## config.mk

```make
export PLATFORM = sky130hd
export DESIGN_NAME = dual_vec_irq
export DESIGN_NICKNAME = d
export VERILOG_FILES = /design/src/rtl/dvi_pkg.sv /design/src/rtl/dvi_vec_reg.sv /design/src/rtl/dvi_src_track.sv /design/src/rtl/dvi_ack_ctl.sv /design/src/rtl/dual_vec_irq.sv
export SDC_FILE = /design/constraint.sdc
export NUM_CORES = 1
export LEC_CHECK = 0
export ABC_AREA = 1
export BUFFER_PORTS_ARGS = -buffer_cell sky130_fd_sc_hd__buf_4
export CAP_MARGIN = 20
export CORE_MARGIN = 10
export CORE_UTILIZATION = 35
export CTS_CLUSTER_SIZE = 40
export DETAILED_ROUTE_END_ITERATION = 10
export HOLD_SLACK_MARGIN = 0.08
export PLACE_DENSITY_LB_ADDON = 0.3
export SYNTH_ARGS = -nofsm -noshare
export SYNTH_HDL_FRONTEND = slang
export SYNTH_SLANG_ARGS = --single-unit
```

## constraint.sdc

```tcl
create_clock -name clk_i -period 1.2 [get_ports clk_i]
set_clock_uncertainty 0.05 [all_clocks]
set_input_delay 0.06 -clock clk_i [delete_from_list [all_inputs] [get_ports clk_i]]
set_output_delay 0.06 -clock clk_i [all_outputs]
set_load 0.02 [all_outputs]
```

## src/rtl/dvi_pkg.sv

```systemverilog
package dvi_pkg;
  localparam int unsigned SEL_BIT = 2;
  localparam int unsigned NSRC    = 2;

  typedef enum logic {
    SRC_RX = 1'b0,
    SRC_TX = 1'b1
  } src_e;

  typedef enum logic [1:0] {
    REG_VEC = 2'd0,
    REG_CTL = 2'd1
  } reg_sel_e;
endpackage

```

## src/rtl/dvi_vec_reg.sv

```systemverilog
module dvi_vec_reg
  import dvi_pkg::*;
#(
  parameter int unsigned VEC_W    = 16,
  parameter int unsigned LEGAL_LO = 'o300,
  parameter int unsigned LEGAL_HI = 'o774
) (
  input  logic                     clk_i,
  input  logic                     rst_ni,
  input  logic                     wr_en_i,
  input  logic [1:0]               wr_sel_i,
  input  logic [VEC_W-1:0]         wr_data_i,
  output logic [VEC_W-1:SEL_BIT+1] base_o,
  output logic [NSRC-1:0]          ie_o,
  output logic                     err_o
);
  localparam logic [VEC_W-1:0] LO_V = VEC_W'(LEGAL_LO);
  localparam logic [VEC_W-1:0] HI_V = VEC_W'(LEGAL_HI);

  logic [VEC_W-1:0] masked;
  logic             in_range;

  assign masked   = {wr_data_i[VEC_W-1:2], 2'b00};
  assign in_range = (masked >= LO_V) && (masked <= HI_V);

  always_ff @(posedge clk_i or negedge rst_ni) begin
    if (!rst_ni) begin
      base_o <= '0;
      ie_o   <= '0;
      err_o  <= 1'b0;
    end else if (wr_en_i) begin
      if (wr_sel_i == REG_VEC) begin
        // bit 2 and below are never stored; bit 2 comes from the served source
        base_o <= wr_data_i[VEC_W-1:SEL_BIT+1];
        err_o  <= ~in_range;
      end else if (wr_sel_i == REG_CTL) begin
        ie_o <= wr_data_i[NSRC-1:0];
      end
    end
  end
endmodule

```

## src/rtl/dvi_src_track.sv

```systemverilog
module dvi_src_track
  import dvi_pkg::*;
(
  input  logic            clk_i,
  input  logic            rst_ni,
  input  logic [NSRC-1:0] ready_i,
  input  logic [NSRC-1:0] ie_i,
  input  logic [NSRC-1:0] clr_i,
  output logic [NSRC-1:0] req_o
);
  logic [NSRC-1:0] ready_q;
  logic [NSRC-1:0] pend_q;

  for (genvar s = 0; s < NSRC; s++) begin : g_src
    always_ff @(posedge clk_i or negedge rst_ni) begin
      if (!rst_ni) begin
        ready_q[s] <= 1'b0;
        pend_q[s]  <= 1'b0;
      end else begin
        ready_q[s] <= ready_i[s];
        // a new edge wins over a same-cycle clear
        if (ready_i[s] && !ready_q[s]) pend_q[s] <= 1'b1;
        else if (clr_i[s])             pend_q[s] <= 1'b0;
      end
    end
    assign req_o[s] = pend_q[s] & ie_i[s];
  end
endmodule

```

## src/rtl/dvi_ack_ctl.sv

```systemverilog
module dvi_ack_ctl
  import dvi_pkg::*;
(
  input  logic            clk_i,
  input  logic            rst_ni,
  input  logic            iack_i,
  input  logic [NSRC-1:0] req_i,
  output logic [NSRC-1:0] clr_o,
  output src_e            sel_o,
  output logic            active_o,
  output logic            valid_o
);
  logic iack_q;
  logic grant;
  src_e pick;

  assign grant = iack_i & ~iack_q & (|req_i);
  assign pick  = req_i[SRC_RX] ? SRC_RX : SRC_TX;

  always_comb begin
    clr_o = '0;
    if (grant) clr_o[pick] = 1'b1;
  end

  always_ff @(posedge clk_i or negedge rst_ni) begin
    if (!rst_ni) begin
      iack_q   <= 1'b0;
      sel_o    <= SRC_RX;
      active_o <= 1'b0;
      valid_o  <= 1'b0;
    end else begin
      iack_q  <= iack_i;
      valid_o <= grant;
      if (grant) begin
        sel_o    <= pick;
        active_o <= 1'b1;
      end else if (!iack_i) begin
        active_o <= 1'b0;
      end
    end
  end
endmodule

```

## src/rtl/dual_vec_irq.sv

```systemverilog
module dual_vec_irq
  import dvi_pkg::*;
#(
  parameter int unsigned VEC_W    = 16,
  parameter int unsigned LEGAL_LO = 'o300,
  parameter int unsigned LEGAL_HI = 'o774
) (
  input  logic             clk_i,
  input  logic             rst_ni,
  input  logic             wr_en_i,
  input  logic [1:0]       wr_sel_i,
  input  logic [VEC_W-1:0] wr_data_i,
  input  logic             rx_ready_i,
  input  logic             tx_ready_i,
  input  logic             iack_i,
  output logic             irq_o,
  output logic [VEC_W-1:0] vector_o,
  output logic             vec_valid_o,
  output logic             range_err_o
);
  logic [VEC_W-1:SEL_BIT+1] base;
  logic [NSRC-1:0]          ie;
  logic [NSRC-1:0]          req;
  logic [NSRC-1:0]          clr;
  src_e                     sel;
  logic                     active;

  dvi_vec_reg #(
    .VEC_W(VEC_W), .LEGAL_LO(LEGAL_LO), .LEGAL_HI(LEGAL_HI)
  ) u_reg (
    .clk_i, .rst_ni, .wr_en_i, .wr_sel_i, .wr_data_i,
    .base_o(base), .ie_o(ie), .err_o(range_err_o)
  );

  dvi_src_track u_src (
    .clk_i, .rst_ni,
    .ready_i({tx_ready_i, rx_ready_i}),
    .ie_i(ie), .clr_i(clr), .req_o(req)
  );

  dvi_ack_ctl u_ack (
    .clk_i, .rst_ni, .iack_i, .req_i(req),
    .clr_o(clr), .sel_o(sel), .active_o(active), .valid_o(vec_valid_o)
  );

  assign irq_o    = |req;
  assign vector_o = (iack_i && active) ? {base, sel, 2'b00} : '0;
endmodule

```

; Word-level counts from Yosys, hierarchy flattened
; Index checks and enable logic that the tools add are counted.
; Widths: inputs -> output; s select.
[totals]
rom_bits = 0
wordCells = 48
out_inout_bits = 19
regBits = 24
latch_bits = 0
ram_bits = 0
mem_count = 0
[op_classes]
mux = 11
add_sub_neg = 0
n_bitwise = 7
mul = 0
n_lt_le_gt_ge = 4
n_reduce_logical = 13
div_mod_pow = 0
n_shift = 0
n_eq_ne = 2
[ops]
columns = operator, n
row1 = $ge 16x8->1 const B, 1
row2 = $le 16x9->1 const B, 1
row3 = $mux 16, 1
row4 = $mux 1, 8
row5 = $logic_and 1x1->1, 5
row6 = $and 1x1->1, 4
row7 = $reduce_bool 2->1, 2
row8 = $not 1->1, 3
row9 = $reduce_and 3->1, 1
row10 = $eq 2x1->1 const B, 1
row11 = $logic_not 1->1, 2
row12 = $logic_not 2->1, 1
row13 = $lt 1x2->1 const B, 1
row14 = $mux 2, 1
row15 = $ne 2x1->1 const B, 1
row16 = $reduce_and 2->1, 1
row17 = $reduce_or 2->1, 1
row18 = $demux 1 s1, 1
row19 = $ge 1x1->1 const B, 1

; Longest topological paths before layout
; Gate-level depths: netlist of the first run.
[logic_depth]
word_depth = 9
depth_mapped = 6
depth_no_buf = 5

; Cells and area by module
; From an unflattened synthesis of the first run, not the netlist that was laid out.
[hier_totals]
hier_cells = 147
hier_area_um2 = 1142.3
[modules_own_cells]
columns = mod, instances, cells_per_inst, area_per_inst_um2, seq_area_each_um2
row1 = dvi_vec_reg, 1, 77, 653.1, 400.4
row2 = dual_vec_irq, 1, 34, 177.7, 0.0
row3 = dvi_ack_ctl, 1, 18, 158.9, 100.1
row4 = dvi_src_track, 1, 18, 152.6, 100.1

; Worst setup path after synthesis of the first run
; Ideal clock, no wire load.
[synth_path]
path_kind = register -> register
start = reg u_reg.ie_o[1]
end = reg u_ack.sel_o
arrival_ns = 0.996
path_buffers = 0
path_stages_with_launch = 6
t_required_ns = 1.032
period_less_slack_ns = 1.165
setup_slack_ns = 0.035
setup_time_ns = 0.118
cell_sequence = dfrtp_1 -> inv_1 -> o21ai_1 -> nand2_1 -> nand2_1 -> nand2_1
[synth_via]
elab_chain_cells = 3
[synth_lines]
columns = element, line
row1 = from (decl), dvi_vec_reg.sv:14  ; output logic [NSRC-1:0] ie_o,
row2 = from (signal assigned), dvi_vec_reg.sv:37  ; ie_o <= wr_data_i[NSRC-1:0];
row3 = $and 1x1->1, dvi_src_track.sv:26  ; assign req_o[s] = pend_q[s] & ie_i[s];
row4 = $reduce_or 2->1, n/a
row5 = named net irq_o, dual_vec_irq.sv:16  ; output logic irq_o,
row6 = $and 1x1->1, dvi_ack_ctl.sv:17  ; assign grant = iack_i & ~iack_q & (|req_i);
row7 = to (signal assigned), dvi_ack_ctl.sv:35  ; sel_o <= pick;
row8 = to (decl), dvi_ack_ctl.sv:9  ; output src_e sel_o,
; The timed path passes the listed nets, and every way through them passes these cells.
; A chain may end at the register's enable or synchronous reset.

; Worst setup path after layout of the first run
[layout_path]
start = reg u_ack.active_o
end = out vector_o[5]
[layout_via]
elab_chain_cells = 2
[layout_lines]
columns = element, line
row1 = from (decl), dvi_ack_ctl.sv:10  ; output logic active_o,
row2 = from (signal assigned), dvi_ack_ctl.sv:29  ; active_o <= 1'b0;
row3 = from (signal assigned), dvi_ack_ctl.sv:36  ; active_o <= 1'b1;
row4 = from (signal assigned), dvi_ack_ctl.sv:38  ; active_o <= 1'b0;
row5 = $logic_and 1x1->1, dual_vec_irq.sv:47  ; assign vector_o = (iack_i && active) ? {base, sel, 2'b00} : '0;
row6 = $mux 16, dual_vec_irq.sv:47
row7 = to (decl), dual_vec_irq.sv:17  ; output logic [VEC_W-1:0] vector_o,
; Every way passes these cells.

==> results of run 1 <==
-- state kept, by name, indices dropped and copies added, names as in the netlist, 2 cells and up --
signal         cells
u_reg.base_o      13
u_src.ready_q      2
u_src.pend_q       2
u_reg.ie_o         2
-- layout make-up --
class	count	area [um^2]
Clock buffer	3	22.5
Fill cell	259	1190
Inverter	24	103
Multi-Input combinational cell	75	434
Sequential cell	24	601
Tap cell	44	55.1
Timing Repair Buffer	67	619
-- per-layer routing --
metal  part of all wire  global-route usage  vias to the layer above
li1                   -                   -                      508
met4             0.0031              0.0309                        0
met2               0.52               0.184                       29
met3              0.061              0.0273                        2
met1               0.42               0.112                      448
met5                  0                   0                        -
-- synthesized netlist by cell type, drive strengths merged --
library cell,number
nand2,28
nor2,25
dfrtp,24
inv,24
o21ai,15
buf,5
a21oi,4
conb,1
nand4,1
-- final timing paths --
| kind | cells after the start | to | slack [ns] |
|---|---|---|---|
| setup / recovery | 4 | vector_o[5] | -0.08 |
| hold / removal | 5 | u_ack.sel_o | 0.12 |
| setup reg to reg | 6 | u_ack.sel_o | 0.11 |
| hold reg to reg | 1 | u_src.pend_q[0] | 0.38 |
| max in group asynchronous | 2 | u_reg.base_o[15] | 0.73 |
| min in group asynchronous | 2 | u_reg.base_o[7] | 0.13 |
-- report_power, final --
group	switching (mW)	leakage, nW	internal (mW)
sequential	0.0466	0.284	0.926
clock	0.218	0.0138	0.117
combinational	0.346	0.610	0.311
-- cells in the final DEF (no fill, tap or decap), drive strengths merged --
master and instances:
inv 23, conb 2, clkinv 1, nand4 1, dfrtp 24, o21ai 15
a21oi 4, buf 45, dlygate4sd3 22, nor2 25, clkbuf 3, nand2 28
-- through the flow --
step | hold WS (ns) | total power [mW]
finish | 0.116 | 1.97
global route | 0.112 | 2.10
CTS | 0.0944 | 1.89
detailed placement | -0.0720 | 1.44
global placement | -0.0779 | 1.42
floorplan | -0.286 | 1.26
-- cell families after synthesis --
group	Yosys count	synth area share
buffers and inverters	29	0.135
AOI/OAI and AO/OA	19	0.121
other	1	0.00343
and+or+nand+nor	54	0.190
DFF	24	0.550
-- worst max-delay path, delay by kind of cell (launching register included) --
kind	cells	cell delay [ns]
and+or+nand+nor	2	0.17
buffers and inverters	2	0.28
DFF	1	0.41
-- repair_timing --
action,CTS,global route
endpoints found under the hold margin,45,0
resized for setup,16,28
buffers inserted,2,2
hold buffers,22,0
gates cloned,1,0
endpoints found under the setup margin,13,26
pin swaps,1,2
==> impl_metrics.yaml, run 1 <==
status:
  status: "finished, violations left"
  failed_checks: "negative setup slack"
route:
  antenna_left: 0
  post_drt_via_cell_ratio: 4.16
  starting_drt_drc_count: 44
  drt-pass1-iter-count: 4
  num_vias: 987
  wl_per_cell_um: 12.3
  drt_drc_violations_left: 0
  wirelength_um: 2910
timing:
  grt_setup_unrepaired: "true"
  setup_viol_count_final: 12
  final.setup.worst_slack_ns: -0.0784
  highest_clock_rate_mhz: 782
  timing_max_transition_violations_final: 0
  report.final.hold_viol_count: 0
  fin_tns_setup_ns: -0.820
  finalWorstPathRequiredPeriod_ns: 1.28
  final_min_period_over_clock_period: 1.07
global_route:
  grt_max_degree: 26
  grt_pass1_wl_um: 4550
  overflow_left_after_global_routing: 0
  globalRouteTotalUtil: 0.101
  antenna_found_initial: 0
  number_of_global_route_vias_before_repair: 1026
worst_setup_path:
  timing.critical_path.required_ns: 1.09
  worst_ep_arrival_time_ns: 1.17
  cp_class: "reg2out"
  worst_setup_path_end_kind: "output pin"
  slowest_delay_ns: 0.41
  critical_path_peak_fanout: 6
  critPathLaunchType: "flop"
  worstReg2RegStart: "u_src.pend_q[1]"
  critical_path_cell_by_cell: "nand2_4, buf_6, nor2_2, buf_6"
  crit_path_top_delay_cell: "dfrtp_1"
  timing.critical_path.mode_cell: "buf_6"
  setup.worst_path.start: "u_ack.active_o"
floorplan:
  io-pin-count: 43
  die_w_um: 75.9
  die_area_mm2: 0.00576
  chipHeight_um: 75.9
  core.rowCount: 20
  initial_core_util: 0.361
  floorplan.core_area_mm2: 0.00303
clock_network:
  clock_sink_count: 24
  tritoncts.num_buffers: 3
  cts-root-buf: "clkbuf_4"
  clock_tree.buffer_depth: 2
  cts.htree.levels: 1
  cts_tree: "done"
  clk_pin_slew_ns: 0.12
  clkLatencyLatePin_ns: 0.30
hold_path:
  hp-start: "iack_i"
  hold_crit_class: "in2reg"
power:
  cellLeakagePower_nw: 0.908
  vdd_ir_drop_max_v: 0.000552
  power_density_mw_per_mm2: 1070
synth:
  yosys_register_bits: 24
  synth.top_cells.by_area: "dfrtp_1 55%, nand2_1 9.3%, nor2_1 8.6%, o21ai_2 8.0%, inv_1 7.9%"
  ys.warnings.count: 0
  synthesis.area_per_instance_um2: 8.60
  synth_area_leader_cell: "dfrtp_1"
  share_of_the_yosys_chip_area_belonging_to_registers: 0.550
  netlist.area_leader.share: 0.550
  total_standard_cell_area_after_synthesis_mm2: 0.00109
  syn-instance-count: 127
  yosys.cell_types.count: 16
placement:
  dp_hpwl_um: 1930
  portBuffers: 39
  place.gp.congestion: 0.771
  dpl_cell_area_mm2: 0.00140
  place_inst: 207
  detailedPlace.worstSlack_ns: 0.163
cells_and_area:
  areaGrowthSynthToFinish_pct: 67.9
  antenna_cells_inserted: 0
  drive_above_1_share: 0.383
  finalNonFillerCells: 237
  final_core_util: 0.606
  layout.nets: 219
  final_cell_area_mm2: 0.00183
flow_run:
  max_cap_violations: 0
Note: power is estimated with default switching activity, not from simulation.
==> run 2, diff against run 1 <==
CTS_BUF_LIST = sky130_fd_sc_hd__clkbuf_8   (was default)
==> impl_metrics.yaml, run 2 (same netlist as run 1, synthesis figures left out) <==
power:
  power_switching_mw: 0.615
  power_density_mw_per_mm2: 1140
  combPwrFrac: 0.302
  design_power_total_mw: 2.05
  share_seq_of_total_power: 0.475
  switching_share: 0.300
  power_report.internal_total_mw: 1.43
  cellLeakagePower_nw: 0.891
  vdd_ir_drop_max_v: 0.000533
  p_clk_frac: 0.222
floorplan:
  die_w_um: 75.9
  io-pin-count: 43
  die_area_mm2: 0.00576
  core.rowCount: 20
  chipHeight_um: 75.9
  floorplan.core_area_mm2: 0.00303
  initial_core_util: 0.361
cells_and_area:
  multi_input_comb_area_um2: 434
  antenna_cells_inserted: 0
  max_flop_register: "u_reg.base_o"
  final_cell_area_mm2: 0.00179
  nFillCells: 259
  layout.nets: 214
  drive_above_1_share: 0.383
  areaGrowthSynthToFinish_pct: 64.3
  mostFrequentLayoutCell: "buf_4"
  regArea_um2: 601
  largest_reg_flops: 13
  highest_count_cells_in_the_layout_ignoring_fill_and_taps: "30 x buf_4, 26 x nand2_1, 24 x dfrtp_1, 23 x inv_1, 19 x dlygate4sd3_1"
  final_core_util: 0.593
worst_setup_path:
  worst_ep_arrival_time_ns: 1.11
  worstPathBufferInverterCount: 2
  critPathLaunchType: "flop"
  cp_class: "reg2out"
  crit_path_top_delay_cell: "dfrtp_1"
  worst_setup_path_end_kind: "output pin"
  critical_path_cell_by_cell: "nand2_4, buf_6, nor2_2, buf_6"
  critical_path_peak_fanout: 6
  slowest_delay_ns: 0.40
  timing.critical_path.mode_cell: "buf_6"
  timing.critical_path.required_ns: 1.09
  critical-path-top-delay-family: "flip-flops"
route:
  post_drt_via_cell_ratio: 4.18
  num_vias: 970
  wirelength_um: 2870
  antenna_left: 0
  starting_drt_drc_count: 30
  wl_per_cell_um: 12.3
  drt_drc_violations_left: 0
  drt-pass1-iter-count: 4
clock_network:
  cts_tree: "done"
  cts-root-buf: "clkbuf_8"
  clock_sink_count: 24
  clk_pin_slew_ns: 0.08
  tritoncts.num_buffers: 3
  cts.htree.levels: 1
  clkLatencyLatePin_ns: 0.26
  clock_tree.buffer_depth: 2
status:
  status: "finished, violations left"
  failed_checks: "negative setup slack"
global_route:
  grt_max_degree: 26
  globalRouteTotalUtil: 0.0998
  grt_pass1_wl_um: 4520
  number_of_global_route_vias_before_repair: 1039
  overflow_left_after_global_routing: 0
  antenna_found_initial: 0
placement:
  dp_hpwl_um: 1930
  portBuffers: 39
  dpl_cell_area_mm2: 0.00140
  place.gp.congestion: 0.771
timing:
  report.final.hold_viol_count: 0
  timing_max_transition_violations_final: 0
  final_min_period_over_clock_period: 1.01
  highest_clock_rate_mhz: 822
  grt_setup_unrepaired: "true"
  setup_viol_count_final: 11
  final.setup.worst_slack_ns: -0.0169
  fin_tns_setup_ns: -0.104
  finalHoldWorstSlack_ns: 0.0847
  finalWorstPathRequiredPeriod_ns: 1.22
flow_run:
  max_cap_violations: 0
hold_path:
  hold_crit_class: "in2reg"
## run 2: power groups by stage
stage | clock network (mW) | registers [mW] | logic, mW
after CTS | 0.473 | 0.973 | 0.526
after global routing | 0.519 | 0.985 | 0.683
final | 0.455 | 0.974 | 0.619
after floorplan | 0 | 0.980 | 0.278
after global placement | 0 | 0.982 | 0.442
after detailed placement | 0 | 0.987 | 0.454
## run 2: layout make-up
cell class,count,share of cell area
inverter,24,0.0516
tap,44,0.0307
timing repair buffer,62,0.318
sequential,24,0.335
clock buffer,3,0.0230
multi-input combinational,75,0.242
## run 2: final timing paths
check / startpoint / end / slack [ns] / cells after the start
min in group asynchronous: rst_ni / u_reg.base_o[7] / 0.19 / 2
max in group asynchronous: rst_ni / u_reg.base_o[15] / 0.68 / 2
worst min-delay path: wr_sel_i[1] / u_reg.ie_o[0] / 0.08 / 4
worst max-delay path: u_ack.active_o / vector_o[5] / -0.02 / 4
worst max register to register: u_src.pend_q[1] / u_ack.sel_o / 0.21 / 5
worst min register to register: u_src.ready_q[0] / u_src.pend_q[0] / 0.37 / 1
## run 2: what timing repair did
item                                   in CTS  in global routing
pin swaps                                   1                  1
gates resized for setup                     8                 32
setup endpoints to repair                  11                 12
setup buffers                               1                  1
gates cloned                                1                  0
hold buffers                               18                  1
endpoints found under the hold margin      45                  1
## run 2: stage by stage
stage          setup WS [ns]  cells
2_1_floorplan         0.0355    128
3_3_place_gp           0.172    207
3_5_place_dp           0.163    207
4_1_cts              -0.0109    230
5_1_grt              -0.0720    232
6_report             -0.0169    232
## run 2: layer usage
metal  wire length [um]  vias up  share of wire  GRT usage
li1                   -      495              -          -
met1               1180      442           0.41      0.111
met2               1450       31           0.51      0.175
met3                218        2          0.076     0.0378
met4                 10        0         0.0035     0.0247
met5                  0        -              0          0
## run 2: worst min-delay path: cells and delay by family
kind,cells,cell delay [ns]
AOI/OAI and AO/OA,1,0.08
buffers and inverters,1,0.08
and+or+nand+nor,2,0.14
